### config.mk
export PLATFORM = sky130hd
export DESIGN_NAME = ldpc_selfcheck_enc
export DESIGN_NICKNAME = d
export VERILOG_FILES = /design/src/rtl/ldpc_selfcheck_enc.sv
export SDC_FILE = /design/constraint.sdc
export NUM_CORES = 1
export LEC_CHECK = 0
export BUFFER_PORTS_ARGS = -buffer_cell sky130_fd_sc_hd__buf_2
export CORE_MARGIN = 2
export CORE_UTILIZATION = 30
export CTS_BUF_LIST = sky130_fd_sc_hd__clkbuf_16
export DETAILED_ROUTE_END_ITERATION = 16
export HOLD_SLACK_MARGIN = 0.02
export PLACE_DENSITY = 0.59
export SKIP_CTS_REPAIR_TIMING = 1
export SYNTH_ARGS = -nofsm -noshare
export SYNTH_HDL_FRONTEND = slang
export SYNTH_SLANG_ARGS = --single-unit
### constraint.sdc
create_clock -name clk -period 1.9 [get_ports clk]
set_input_delay 0.095 -clock clk [delete_from_list [all_inputs] [get_ports clk]]
set_output_delay 0.095 -clock clk [all_outputs]
set_load 0.02 [all_outputs]
### src/rtl/ldpc_selfcheck_enc.sv
module ldpc_selfcheck_enc #(
  parameter int MAX_TRIES = 3
) (
  input  logic        clk,
  input  logic        rst_n,
  input  logic        in_valid,
  output logic        in_ready,
  input  logic [6:0]  in_data,
  input  logic        flip_req,
  input  logic [2:0]  flip_idx,
  output logic        cw_valid,
  output logic [14:0] cw_data,
  output logic [1:0]  cw_retries,
  output logic        enc_fail
);
  localparam int K = 7;
  localparam int N = 15;
  localparam int P = N - K;
  localparam logic [P:0] GPOLY = 9'h1D1;

  function automatic logic [N-1:0] encode(input logic [K-1:0] d);
    logic [P:0]   r;
    logic [P-1:0] par;
    r   = 9'h0D1;
    par = '0;
    for (int j = 0; j < K; j++) begin
      if (d[j]) par = par ^ r[P-1:0];
      r = {r[P-1:0], 1'b0};
      if (r[P]) r = r ^ GPOLY;
    end
    return {par, d};
  endfunction

  function automatic logic [N-1:0] syndrome(input logic [N-1:0] c);
    logic [N-1:0] s;
    for (int k = 0; k < N; k++)
      s[k] = c[k] ^ c[(k + 11) % N] ^ c[(k + 9) % N] ^ c[(k + 8) % N];
    return s;
  endfunction

  logic           busy;
  logic [K-1:0]   data_q;
  logic [1:0]     tries_q;
  logic [N-1:0]   cw_try;
  logic           bad, last;

  assign in_ready = !busy;
  assign cw_try   = encode(data_q) ^ {flip_req ? (P'(1) << flip_idx) : P'(0), K'(0)};
  assign bad      = |syndrome(cw_try);
  assign last     = (tries_q == 2'(MAX_TRIES - 1));

  always_ff @(posedge clk or negedge rst_n) begin
    if (!rst_n) begin
      busy       <= 1'b0;
      data_q     <= '0;
      tries_q    <= '0;
      cw_valid   <= 1'b0;
      cw_data    <= '0;
      cw_retries <= '0;
      enc_fail   <= 1'b0;
    end else begin
      cw_valid <= 1'b0;
      if (!busy) begin
        if (in_valid) begin
          data_q  <= in_data;
          tries_q <= '0;
          busy    <= 1'b1;
        end
      end else if (!bad) begin
        cw_valid   <= 1'b1;
        cw_data    <= cw_try;
        cw_retries <= tries_q;
        busy       <= 1'b0;
      end else if (last) begin
        enc_fail <= 1'b1;
        busy     <= 1'b0;
      end else begin
        tries_q <= tries_q + 2'd1;
      end
    end
  end

  AST_DATA_PASSTHRU: assert property (@(posedge clk) disable iff (!rst_n)
    cw_valid |-> cw_data[K-1:0] == data_q);
  AST_ZERO_SYNDROME: assert property (@(posedge clk) disable iff (!rst_n)
    cw_valid |-> syndrome(cw_data) == '0);
  AST_BUSY_AFTER_ACCEPT: assert property (@(posedge clk) disable iff (!rst_n)
    (in_valid && in_ready) |=> !in_ready);
  AST_STROBE_SINGLE: assert property (@(posedge clk) disable iff (!rst_n)
    cw_valid |=> !cw_valid);
  AST_RETRY_BOUND: assert property (@(posedge clk) disable iff (!rst_n)
    cw_valid |-> cw_retries < 2'(MAX_TRIES));
  AST_DROP_NO_STROBE: assert property (@(posedge clk) disable iff (!rst_n)
    $rose(enc_fail) |-> !cw_valid);
  AST_FAIL_STICKY: assert property (@(posedge clk) disable iff (!rst_n)
    enc_fail |=> enc_fail);
endmodule

==> impl_metrics.json <==
{
  "hpwlAfterDp_um": 1670,
  "io_buffers": 30,
  "hold_viol_final": 0,
  "rr_startpoint": "data_q[2]$_DFFE_PN0P_",
  "rrSetupSlack_ns": 0.56,
  "power_density_nw_per_um2": 1910,
  "final_cells": 183,
  "seqCellArea_um2": 726,
  "critPathSlowestCell": "xnor3_2",
  "grt_overflow": 0,
  "grt_usage": 0.105,
  "drtIter0Drc": 9,
  "reg2regPathDepth": 3,
  "avgViaCountPerCell": 4.48,
  "drive_gt1_frac": 0.451,
  "skew_ns": 0.00495,
  "n_antenna_cell": 0,
  "dpl_worst_slack_ns": 0.540,
  "grtUsageMet1": 0.127,
  "rows": 23,
  "dp.cells": 174,
  "die_area_um2": 4820,
  "synth_seq_cells": 29,
  "top_usage_layer": "met2",
  "core_um2": 4060,
  "outcome": "complete, no violations",
  "final_nets": 147,
  "grt_pass1_vias": 904,
  "htreeDepth": 2,
  "multi_input_area_um2": 508,
  "vdd_drop_max_mv": 0.820,
  "rsz0062_at_grt": "no",
  "cp.required_ns": 2.05,
  "crit_chain": "xnor3_2, xnor2_1, o21ai_0",
  "crit_path_max_incr_delay_ns": 0.49,
  "antenna_found_initial": 0,
  "worstPathArrival_ns": 1.49,
  "layout_commonest_cell": "buf_2",
  "finalWorstPathRequiredPeriod_ns": 1.34,
  "boundaryPins": 34,
  "placed_area_um2": 1480,
  "relSlewSlack": 0.574,
  "grtUsageMet2": 0.163,
  "max_cap_viol_count": 0,
  "die_y_um": 69.4,
  "clockRootBuffer": "clkbuf_16",
  "fmax_ghz": 0.746,
  "finalSetupViolCount": 0,
  "crit_path_start_kind": "flop",
  "ys_seq_area_frac": 0.565,
  "finalSetupTns_ns": 0,
  "fill_cells": 403,
  "route.detailed.drc": 0,
  "cts.path.max_buffers": 2,
  "syn_area_per_cell_um2": 13.2,
  "syn_inst": 97,
  "min_path_type": "in -> reg",
  "crit_path_start": "data_q[2]$_DFFE_PN0P_",
  "critPathBufInv": 0,
  "wl_per_cell_um": 12.6,
  "endpoint": "cw_data[12]$_DFFE_PN0P_",
  "cts_tree": "yes",
  "synth_fp_nets": 112,
  "finalCritPeriodShare": 0.706,
  "dr_total_vias": 820,
  "cp_max_fo": 6,
  "power_leakage_nw": 0.788,
  "slew_violations": 0,
  "die_w_um": 69.4,
  "cp_top_family": "XOR/XNOR gates",
  "finalInstanceArea_um2": 1630,
  "routed_wl_um": 2300,
  "fin_ws_ns": 0.559,
  "grt_max_degree": 30,
  "hold_path_startpoint": "in_data[3]",
  "layout_common_cells": "buf_2, dfrtp_1, mux2_2",
  "syn_to_final_growth_pct": 27.2,
  "endpoint_kind": "flop",
  "place.gp.congestion": 0.696,
  "whs_ns": 0.0592,
  "gr-usage-met3": 0.0363,
  "crit_type": "reg -> reg",
  "clk_transition_reported_paths_ns": 0.05,
  "ys_warn_count": 0,
  "drtPass1Iterations": 4,
  "tightest_slew_ns": 0.640,
  "yosys.cell_types.count": 22,
  "r2r-end": "cw_data[12]$_DFFE_PN0P_",
  "ant_nets": 0,
  "cts.sinks": 29,
  "start_util": 0.316,
  "grt_pass1_wl_um": 3990,
  "syn_area_um2": 1280,
  "crit_cells": 3,
  "numCtsBuffers": 5,
  "clk_latency_ns": 0.27
}
==> registers in the layout (all words and copies together), names as in the netlist <==
name / cells
cw_data: 15
data_q: 7
cw_retries: 2
tries_q: 2
busy: 1
cw_valid: 1
enc_fail: 1
==> layer usage <==
metal,wire (um),share of wire
met5,0,0
met4,44,0.019
met3,162,0.070
met2,1060,0.46
met1,1030,0.45
==> stage by stage <==
step                      utilization  power [W]
final                           0.402    0.00312
after global routing            0.402    0.00335
after CTS                       0.400    0.00317
after detailed placement        0.366    0.00243
after global placement          0.366    0.00239
after floorplan                     -    0.00208
==> where the power goes <==
group | switching (W) | internal (W) | leakage, nW | total [W]
combinational | 0.000659 | 0.000639 | 0.363 | 0.00130
sequential | 0.000212 | 0.000893 | 0.350 | 0.00111
clock | 0.000249 | 0.000473 | 0.0748 | 0.000722
==> logic make-up (layout without fill, tap and decap cells) <==
| logic type | after synthesis | after routing | share of synthesized area |
|---|---|---|---|
| flip-flops | 29 | 29 | 0.565 |
| multiplexers | 18 | 18 | 0.157 |
| XOR/XNOR | 16 | 16 | 0.137 |
| AND/OR/NAND/NOR | 12 | 12 | 0.0409 |
| AO/OA/AOI/OAI | 11 | 11 | 0.0507 |
| buffers and inverters | 10 | 46 | 0.0390 |
| adder cells (fa/ha/maj) | 1 | 1 | 0.00975 |
==> Yosys cell counts (all sizes together) <==
master	instances	share of area
xnor2	9	0.067
nor2b	1	0.0049
xnor3	2	0.036
a22o	1	0.0068
nand2b	2	0.0097
nand2	8	0.023
o21ai	8	0.031
clkbuf	1	0.0029
a31o	1	0.0068
buf	5	0.024
dfrtp	29	0.57
mux2i	1	0.0078
inv	4	0.012
nor2	1	0.0029
ha	1	0.0097
mux2	17	0.15
xor2	5	0.034
o21bai	1	0.0059
==> layout make-up <==
cell class | instances | share of cell area
Clock buffer | 5 | 0.0766
Clock inverter | 3 | 0.00843
Inverter | 4 | 0.00920
Multi-Input combinational cell | 58 | 0.311
Sequential cell | 29 | 0.444
Tap cell | 50 | 0.0383
Timing Repair Buffer | 34 | 0.112
==> worst min path at each step <==
| stage | end | cells past startpoint |
|---|---|---|
| 2_1_floorplan | busy$_DFF_PN0_ | 0 |
| 3_3_place_gp | cw_data[3]$_DFFE_PN0P_ | 1 |
| 3_5_place_dp | cw_data[3]$_DFFE_PN0P_ | 1 |
| 4_1_cts | data_q[3]$_DFFE_PN0P_ | 1 |
| 5_1_grt | data_q[5]$_DFFE_PN0P_ | 2 |
| 6_report | data_q[3]$_DFFE_PN0P_ | 2 |
Note: power is estimated with default switching activity, not from simulation.
